## config.mk

```make
export PLATFORM = sky130hd
export DESIGN_NAME = tod_alarm
export DESIGN_NICKNAME = d
export VERILOG_FILES = /design/src/rtl/alarm_pkg.sv /design/src/rtl/alarm_regs.sv /design/src/rtl/alarm_match.sv /design/src/rtl/alarm_flag.sv /design/src/rtl/tod_alarm.sv
export SDC_FILE = /design/constraint.sdc
export NUM_CORES = 1
export LEC_CHECK = 0
export CAP_MARGIN = 20
export CORE_UTILIZATION = 46
export CTS_BUF_LIST = sky130_fd_sc_hd__clkbuf_8
export DETAILED_ROUTE_END_ITERATION = 7
export HOLD_SLACK_MARGIN = 0.06
export MAX_ROUTING_LAYER = met4
export PLACE_DENSITY = 0.78
export RECOVER_POWER = 50
export REMOVE_ABC_BUFFERS = 1
export SLEW_MARGIN = 20
export SYNTH_ARGS = -nofsm -noshare
export SYNTH_HDL_FRONTEND = slang
export SYNTH_SLANG_ARGS = --single-unit
```

## constraint.sdc

```tcl
create_clock -name clk -period 1.29 [get_ports clk]
set_input_delay 0.258 -clock clk [delete_from_list [all_inputs] [get_ports clk]]
set_output_delay 0.258 -clock clk [all_outputs]
set_load 0.05 [all_outputs]
```

## src/rtl/alarm_pkg.sv

```systemverilog
package alarm_pkg;
    localparam int DW       = 8;
    localparam int AW       = 3;
    localparam int NFIELD   = 4;
    localparam int RPT_BIT  = 7;
    localparam int AFE_BIT  = 7;
    localparam int ABE_BIT  = 5;
    localparam int FLAG_BIT = 6;

    localparam logic [AW-1:0] A_SEC  = 3'd0;
    localparam logic [AW-1:0] A_MIN  = 3'd1;
    localparam logic [AW-1:0] A_HOUR = 3'd2;
    localparam logic [AW-1:0] A_DAY  = 3'd3;
    localparam logic [AW-1:0] A_CTL  = 3'd4;
    localparam logic [AW-1:0] A_STAT = 3'd5;

    typedef struct packed {
        logic [NFIELD-1:0][DW-1:0] alm;
        logic                      afe;
        logic                      abe;
    } alarm_cfg_t;
endpackage

```

## src/rtl/alarm_regs.sv

```systemverilog
module alarm_regs
    import alarm_pkg::*;
(
    input  logic          clk,
    input  logic          rst_n,
    input  logic          wr_i,
    input  logic          rd_i,
    input  logic [AW-1:0] addr_i,
    input  logic [DW-1:0] wdata_i,
    input  logic          flag_i,
    output alarm_cfg_t    cfg_o,
    output logic [DW-1:0] rdata_o,
    output logic          stat_rd_o
);
    typedef struct packed {
        alarm_cfg_t    cfg;
        logic [DW-1:0] rdata;
    } regs_st_t;

    regs_st_t st_d, st_q;

    always_comb begin
        st_d = st_q;
        if (wr_i) begin
            case (addr_i)
                A_SEC, A_MIN, A_HOUR, A_DAY: st_d.cfg.alm[addr_i[1:0]] = wdata_i;
                A_CTL: begin
                    st_d.cfg.afe = wdata_i[AFE_BIT];
                    st_d.cfg.abe = wdata_i[ABE_BIT];
                end
                default: ;
            endcase
        end
        if (rd_i) begin
            st_d.rdata = '0;
            case (addr_i)
                A_SEC, A_MIN, A_HOUR, A_DAY: st_d.rdata = st_q.cfg.alm[addr_i[1:0]];
                A_CTL: begin
                    st_d.rdata[AFE_BIT] = st_q.cfg.afe;
                    st_d.rdata[ABE_BIT] = st_q.cfg.abe;
                end
                A_STAT: st_d.rdata[FLAG_BIT] = flag_i;
                default: ;
            endcase
        end
    end

    always_ff @(posedge clk) begin
        if (!rst_n) st_q <= '0;
        else        st_q <= st_d;
    end

    assign cfg_o     = st_q.cfg;
    assign rdata_o   = st_q.rdata;
    assign stat_rd_o = rd_i && (addr_i == A_STAT);


    ctl_write_chk: assert property (@(posedge clk) disable iff (!rst_n)
        (wr_i && addr_i == A_CTL) |=> (cfg_o.afe == $past(wdata_i[AFE_BIT])));


    rdata_hold_chk: assert property (@(posedge clk) disable iff (!rst_n)
        (!rd_i) |=> $stable(rdata_o));
endmodule

```

## src/rtl/alarm_match.sv

```systemverilog
module alarm_match
    import alarm_pkg::*;
#(
    parameter int SEC_W  = 7,
    parameter int MIN_W  = 7,
    parameter int HOUR_W = 6,
    parameter int DAY_W  = 6
) (
    input  logic                      clk,
    input  logic                      rst_n,
    input  logic                      tick_i,
    input  logic                      batt_i,
    input  logic [NFIELD-1:0][DW-1:0] cur_i,
    input  alarm_cfg_t                cfg_i,
    output logic                      fire_o
);
    logic [NFIELD-1:0] hit;
    logic [NFIELD-1:0] unused_pad;
    logic              rpt_all;

    for (genvar i = 0; i < NFIELD; i++) begin : g_field
        localparam int W = (i == 0) ? SEC_W : (i == 1) ? MIN_W : (i == 2) ? HOUR_W : DAY_W;
        assign hit[i] = cfg_i.alm[i][RPT_BIT] || (cur_i[i][W-1:0] == cfg_i.alm[i][W-1:0]);
        if (W < RPT_BIT) begin : g_pad
            assign unused_pad[i] = ^{cur_i[i][DW-1:W], cfg_i.alm[i][RPT_BIT-1:W]};
        end else begin : g_nopad
            assign unused_pad[i] = ^cur_i[i][DW-1:W];
        end
    end

    assign rpt_all = cfg_i.alm[0][RPT_BIT] && cfg_i.alm[1][RPT_BIT]
                  && cfg_i.alm[2][RPT_BIT] && cfg_i.alm[3][RPT_BIT];

    assign fire_o = tick_i && (&hit) && (!batt_i || cfg_i.abe);


    every_tick_chk: assert property (@(posedge clk) disable iff (!rst_n)
        (tick_i && rpt_all && !batt_i) |-> fire_o);
endmodule

```

## src/rtl/alarm_flag.sv

```systemverilog
module alarm_flag
    import alarm_pkg::*;
(
    input  logic clk,
    input  logic rst_n,
    input  logic fire_i,
    input  logic clr_i,
    input  logic afe_i,
    output logic flag_o,
    output logic irq_o
);
    typedef struct packed {
        logic flag;
    } flag_st_t;

    flag_st_t st_d, st_q;

    always_comb begin
        st_d = st_q;
        if (fire_i)     st_d.flag = 1'b1;
        else if (clr_i) st_d.flag = 1'b0;
    end

    always_ff @(posedge clk) begin
        if (!rst_n) st_q <= '0;
        else        st_q <= st_d;
    end

    assign flag_o = st_q.flag;
    assign irq_o  = st_q.flag && afe_i;


    set_on_fire_chk: assert property (@(posedge clk) disable iff (!rst_n)
        fire_i |=> flag_o);


    clear_on_read_chk: assert property (@(posedge clk) disable iff (!rst_n)
        (clr_i && !fire_i) |=> !flag_o);


    sticky_chk: assert property (@(posedge clk) disable iff (!rst_n)
        (flag_o && !clr_i) |=> flag_o);


    irq_needs_flag_chk: assert property (@(posedge clk) disable iff (!rst_n)
        irq_o |-> flag_o);
endmodule

```

## src/rtl/tod_alarm.sv

```systemverilog
module tod_alarm
    import alarm_pkg::*;
#(
    parameter int SEC_W  = 7,
    parameter int MIN_W  = 7,
    parameter int HOUR_W = 6,
    parameter int DAY_W  = 6
) (
    input  logic              clk,
    input  logic              rst_n,
    input  logic              tick,
    input  logic              batt_mode,
    input  logic [SEC_W-1:0]  cur_sec,
    input  logic [MIN_W-1:0]  cur_min,
    input  logic [HOUR_W-1:0] cur_hour,
    input  logic [DAY_W-1:0]  cur_day,
    input  logic              reg_wr,
    input  logic              reg_rd,
    input  logic [AW-1:0]     reg_addr,
    input  logic [DW-1:0]     reg_wdata,
    output logic [DW-1:0]     reg_rdata,
    output logic              alarm_flag,
    output logic              irq
);
    alarm_cfg_t                cfg;
    logic [NFIELD-1:0][DW-1:0] cur_vec;
    logic                      fire;
    logic                      stat_rd;

    assign cur_vec[0] = {{(DW-SEC_W){1'b0}},  cur_sec};
    assign cur_vec[1] = {{(DW-MIN_W){1'b0}},  cur_min};
    assign cur_vec[2] = {{(DW-HOUR_W){1'b0}}, cur_hour};
    assign cur_vec[3] = {{(DW-DAY_W){1'b0}},  cur_day};

    alarm_regs i_regs (
        .clk(clk), .rst_n(rst_n), .wr_i(reg_wr), .rd_i(reg_rd),
        .addr_i(reg_addr), .wdata_i(reg_wdata), .flag_i(alarm_flag),
        .cfg_o(cfg), .rdata_o(reg_rdata), .stat_rd_o(stat_rd)
    );

    alarm_match #(.SEC_W(SEC_W), .MIN_W(MIN_W), .HOUR_W(HOUR_W), .DAY_W(DAY_W)) i_match (
        .clk(clk), .rst_n(rst_n), .tick_i(tick), .batt_i(batt_mode),
        .cur_i(cur_vec), .cfg_i(cfg), .fire_o(fire)
    );

    alarm_flag i_flag (
        .clk(clk), .rst_n(rst_n), .fire_i(fire), .clr_i(stat_rd),
        .afe_i(cfg.afe), .flag_o(alarm_flag), .irq_o(irq)
    );


    flag_needs_tick_chk: assert property (@(posedge clk) disable iff (!rst_n)
        $rose(alarm_flag) |-> $past(tick));


    batt_block_chk: assert property (@(posedge clk) disable iff (!rst_n)
        (tick && batt_mode && !cfg.abe && !alarm_flag) |=> !alarm_flag);
endmodule

```

Word level (Yosys, flattened, before mapping)
Cells that the tools add are included.
{ "word_totals": {"output_inout_bits": 10, "register_bits": 43, "inputBits": 43, "word_cells": 47} }
{ "classes": {"magnitude_cmp": 2, "n_eq_ne": 9, "n_reduce_logical": 17, "muxes": 11} }
{ "op_table": {"columns": ["operator", "n"], "rows": [
  ["32-bit bitwise mux", 1],
  ["8-bit binary-select mux with 2-bit select", 1],
  ["8-bit demux with 2-bit select", 1],
  ["8-bit two-way mux", 2],
  ["7-bit equality test", 2],
  ["6-bit equality test", 2],
  ["3-bit by 2-bit equality test with 1-bit output (second input constant)", 2],
  ["3-bit equality test (second input constant)", 2],
  ["1-bit case mux with 2 select lines", 3],
  ["1-bit logical AND", 5],
  ["1-bit logical OR", 5],
  ["5-bit two-way mux", 1],
  ["2-bit AND reduction", 2],
  ["4-bit AND reduction", 1],
  ["4-bit OR reduction", 1],
  ["3-bit by 1-bit equality test with 1-bit output (second input constant)", 1],
  ["3-bit zero test", 1],
  ["2-bit by 3-bit less-than comparator with 1-bit output (second input constant)", 1],
  ["2-bit by 1-bit greater-or-equal comparator with 1-bit output (second input constant)", 1],
  ["1-bit two-way mux", 2],
  ["2-bit nonzero test", 1],
  ["1-bit zero test", 1]
]} }

Depth between registers and ports, before layout
Gate-level depths: netlist of the first run.
{ "depth": {"depth_word": 6, "depth_mapped": 7, "depth_no_buf": 5} }

Cells and area by module
Synthesis of the first run repeated with hierarchy kept, for this count alone.
{ "hier_totals": {"hier_cells": 220, "hier_area_um2": 2258.4} }
{ "by_module_without_submodules": {"columns": ["module", "cells_each", "instances", "area_each_um2", "seq_area_each_um2"], "rows": [
  ["alarm_regs", 178, 1, 1906.8, 840.8],
  ["alarm_match", 37, 1, 299.0, 0.0],
  ["alarm_flag", 4, 1, 48.8, 20.0],
  ["tod_alarm", 1, 1, 3.8, 0.0]
]} }

Worst setup path before layout of the first run
Ideal clock, no wire load.
{ "synth_timing": {"kind": "register -> output", "start": "register i_flag.st_q, in the netlist i_flag.flag_o", "end": "output irq", "path_slack_ps": -113, "stages_incl_launch_ff": 2, "arrival_time_ps": 1145, "path_cell_list": "dfxtp_1 > and2_1"} }
{ "synth_between": {"elab_chain_cells": 1} }
{ "synth_rtl": {"columns": ["element", "line_no", "text"], "rows": [
  ["from (decl)", "alarm_flag.sv:16", "flag_st_t st_d, st_q;"],
  ["from (signal assigned)", "alarm_flag.sv:26", "else st_q <= st_d;"],
  ["1-bit logical AND", "alarm_flag.sv:30", "assign irq_o = st_q.flag && afe_i;"],
  ["to (decl)", "tod_alarm.sv:23", "output logic irq"]
]} }
No other way between the ends.

Worst setup path after layout of the first run
{ "layout_timing": {"start": "input cur_day[5]", "end": "register i_flag.st_q, in the netlist i_flag.flag_o"} }
{ "layout_between": {"elab_chain_cells": 6} }
{ "layout_rtl": {"columns": ["element", "line_no", "text"], "rows": [
  ["from (decl)", "tod_alarm.sv:16", "input logic [DAY_W-1:0] cur_day,"],
  ["6-bit equality test *", "alarm_match.sv:23", "assign hit[i] = cfg_i.alm[i][RPT_BIT] || (cur_i[i][W-1:0] == cfg_i.alm[i][W-1:0]);"],
  ["1-bit logical OR *", "alarm_match.sv:23", null],
  ["4-bit AND reduction *", "alarm_match.sv:34", "assign fire_o = tick_i && (&hit) && (!batt_i || cfg_i.abe);"],
  ["1-bit logical AND * (2 in a row)", "alarm_match.sv:34", null],
  ["1-bit two-way mux / 2-bit nonzero test (equally long branches)", null, null]
]} }
Every way passes the cells marked *; elsewhere a longest branch is shown, timed or not.
A chain may end at the register's enable or synchronous reset.

==> flow_summary.json, run 1 <==
{
  "gp_congestion": 0.954,
  "drive_above_1_share_pct": 25.4,
  "setup_violations": 3,
  "synth_area_per_cell_sq_um": 8.48,
  "worstMarginPinSlew_ns": 0.343,
  "overflow": 0,
  "area_delta_synth_final_pct": 47.1,
  "cp-startpoint": "cur_day[5]",
  "wire_per_inst_um": 16.0,
  "dieArea_sq_um": 4810,
  "seq_power_share_pct": 49.5,
  "power_density_nw_per_um2": 905,
  "failed_checks": "negative setup slack",
  "hp-class": "reg -> reg",
  "crit_required_ns": 1.48,
  "r2r-end": "i_flag.flag_o",
  "grt_pass1_vias": 2110,
  "wl_met1_um": 2550,
  "synth-seq-area-share_pct": 41.2,
  "synth_cells": 246,
  "drc": 0,
  "fill_cells": 318,
  "critPathKind": "in -> reg",
  "io_pins": 53,
  "drv_cap": 0,
  "r2r_start": "i_regs.cfg_o[18]",
  "whs_endpoint": "i_regs.cfg_o[24]",
  "min_period_ns": 1.52,
  "routed_wl_um": 6200,
  "cts_tree": "yes",
  "grt_usage_pct": 27.6,
  "synth.cell_area_sq_um": 2090,
  "max_freq_mhz": 659,
  "power_switching_mw": 0.693,
  "internal_power_mw": 2.09,
  "finalHoldViolCount": 0,
  "cts_made_buffers": 5,
  "firstDrtPassIters": 4,
  "p_leak_nw": 1.21,
  "layout_setup_ws_ns": -0.227,
  "grt_pass1_wl_um": 9940,
  "coreArea_sq_um": 4350,
  "synth_cell_types": 33,
  "timing.hold.ws_ns": 0.468,
  "worst-path-max-fanout": 1,
  "clkSlewWorstSetupHoldPaths_ns": 0.08,
  "path_cells": "clkdlybuf4s50_1 -> xor2_1 -> nor4_2 -> a31oi_1 -> nor4b_4 -> o21a_1",
  "nets": 377,
  "highest_layer": "met4",
  "die_h_um": 69.4,
  "drtAntennaViolNets": 0,
  "crit_arrival_ns": 1.70,
  "fp.dieW_um": 69.4,
  "rows": 24,
  "rr_worst_depth": 5,
  "p_sw_share_pct": 24.9,
  "clk_path_buf_depth": 2,
  "synth_warnings": 0,
  "p_comb_share_pct": 17.0,
  "peakVddDrop_mv": 0.695,
  "fin_crit_sh_pct": 118,
  "synthArstFlopShare_pct": 0,
  "wl_met3_um": 464,
  "antenna_found_initial": 0,
  "hp-start": "i_regs.cfg_o[24]",
  "numClockSinks": 43,
  "pwr-share-clk_pct": 33.5,
  "clock_latency_ns": 0.29,
  "cp_slowest_cell": "clkdlybuf4s50_1",
  "antennaDiodeCount": 0,
  "vias_per_cell": 5.47,
  "grt_start_max_net_pins": 19,
  "endpoint_kind": "flip-flop",
  "dp_slack_ns": -0.672,
  "slew_headroom_pct": 77.0,
  "clockRootBuffer": "clkbuf_8",
  "cts_htree_levels": 2,
  "maxSlewViolCount": 0,
  "r2r_setup_slack_ns": -0.19,
  "min_path_cells": 2,
  "status": "finished with violations",
  "ys_seq_elements": 43,
  "critPathMaxStageDelay_ns": 0.50,
  "start_kind": "input pin",
  "synth-main-ff-cell": "dfxtp_1",
  "vias": 2115,
  "io_buffers": 52,
  "synth_edf_count": 0,
  "dp_hpwl_um": 4580,
  "rsz0062_at_grt": "yes",
  "skew_ns": 0.00365,
  "drt-initial-drc-count": 91,
  "wl_met2_um": 3010,
  "start_util_pct": 47.9
}
layout by cell type, fill, tap and decap left out, types with 7 or more instances in the layout:
master / Yosys / routed
mux4_2: 7 / 8
nand2_1: 71 / 70
nor2_1: 10 / 10
xor2_1: 12 / 12
clkbuf_2: 1 / 10
a21oi_1: 34 / 34
xnor2_1: 14 / 14
buf_4: 0 / 34
clkbuf_8: 0 / 7
clkdlybuf4s50_1: 0 / 35
dfxtp_1: 43 / 38
what timing repair did:
item,4_1_cts,5_1_grt
endpoints found under the setup margin,41,4
resized for setup,25,8
setup buffers,2,0
hold buffers,0,0
gates cloned,0,0
pin swaps,9,1
cell usage after synthesis (3+ instances only):
cell	count	area, sq um
nor4_1	3	18.8
inv_1	3	11.3
buf_2	4	20.0
nand3_1	6	30.0
nand2_1	71	267
a31oi_1	3	18.8
nor3_1	3	15.0
xor2_1	12	105
a21oi_1	34	170
and2_1	3	18.8
nor2_1	10	37.5
xnor2_1	14	123
mux4_2	7	158
clkbuf_1	5	18.8
dfxtp_1	43	861
a22oi_1	5	37.5
worst max path at each step:
stage	to	cells past startpoint
after CTS	i_flag.flag_o	5
after global placement	i_flag.flag_o	6
after global routing	i_flag.flag_o	5
final	i_flag.flag_o	6
after detailed placement	i_regs.rdata_o[2]	5
after floorplan	irq	1
power groups by stage:
stage          Combinational (mW)  Sequential, mW  Clock [mW]
6_report                    0.472            1.38       0.930
2_1_floorplan               0.146            1.42           0
4_1_cts                     0.480            1.38       0.939
3_3_place_gp                0.457            1.41           0
3_5_place_dp                0.465            1.41           0
5_1_grt                     0.502            1.38       0.989
cells by family after synthesis:
| family | count (synthesis) | share of synthesized area [%] |
|---|---|---|
| compound gates | 48 | 13.3 |
| mux | 8 | 8.81 |
| simple gates | 105 | 21.9 |
| xor+xnor | 26 | 10.9 |
| buf+inv | 16 | 3.90 |
| flops | 43 | 41.2 |
layer usage:
layer,track usage (%),vias to the layer above
li1,-,1019
met1,33.1,985
met2,44.2,95
met3,7.12,16
met4,11.3,0
met5,-,-
stage by stage:
stage	utilization (%)	instance area, sq um	total power, mW	instances	setup TNS (ns)
global route	70.5	3070	2.87	387	-0.300
detailed placement	69.2	3010	1.87	377	-21.94
floorplan	-	2020	1.57	234	-0.160
CTS	72.8	3170	2.80	387	-0.181
global placement	69.2	3010	1.86	377	-20.39
finish	70.5	3070	2.78	387	-0.256
critical path: cells and delay by family:
family | cells | cell delay, ns
compound gates | 2 | 0.49
simple gates | 2 | 0.16
xor+xnor | 1 | 0.29
buf+inv | 1 | 0.50
cell type report:
cell class / instances / area (sq um) / area share (%)
inverter: 4 / 15.0 / 0.489
tap: 52 / 65.1 / 2.12
clock inverter: 1 / 3.75 / 0.122
multi-input combinational: 187 / 1200 / 39.2
timing repair buffer: 93 / 821 / 26.7
clock buffer: 7 / 96.3 / 3.14
sequential: 43 / 867 / 28.2
sequential cells by signal (all words and copies together), names as in the netlist:
register        count
i_regs.cfg_o       34
i_regs.rdata_o      8
i_flag.flag_o       1
No activity file was read; power rests on OpenSTA's default activity.
==> inputs of run 2 (changes only) <==
--- a/config.mk
+++ b/config.mk
@@ -5,7 +5,7 @@
 export SDC_FILE = /design/constraint.sdc
 export NUM_CORES = 1
 export LEC_CHECK = 0
-export CAP_MARGIN = 20
+export CAP_MARGIN = 0
 export CORE_UTILIZATION = 46
 export CTS_BUF_LIST = sky130_fd_sc_hd__clkbuf_8
 export DETAILED_ROUTE_END_ITERATION = 7
==> results of run 2 <==
No change in the layout: final DEF, timing and power equal those of run 1.
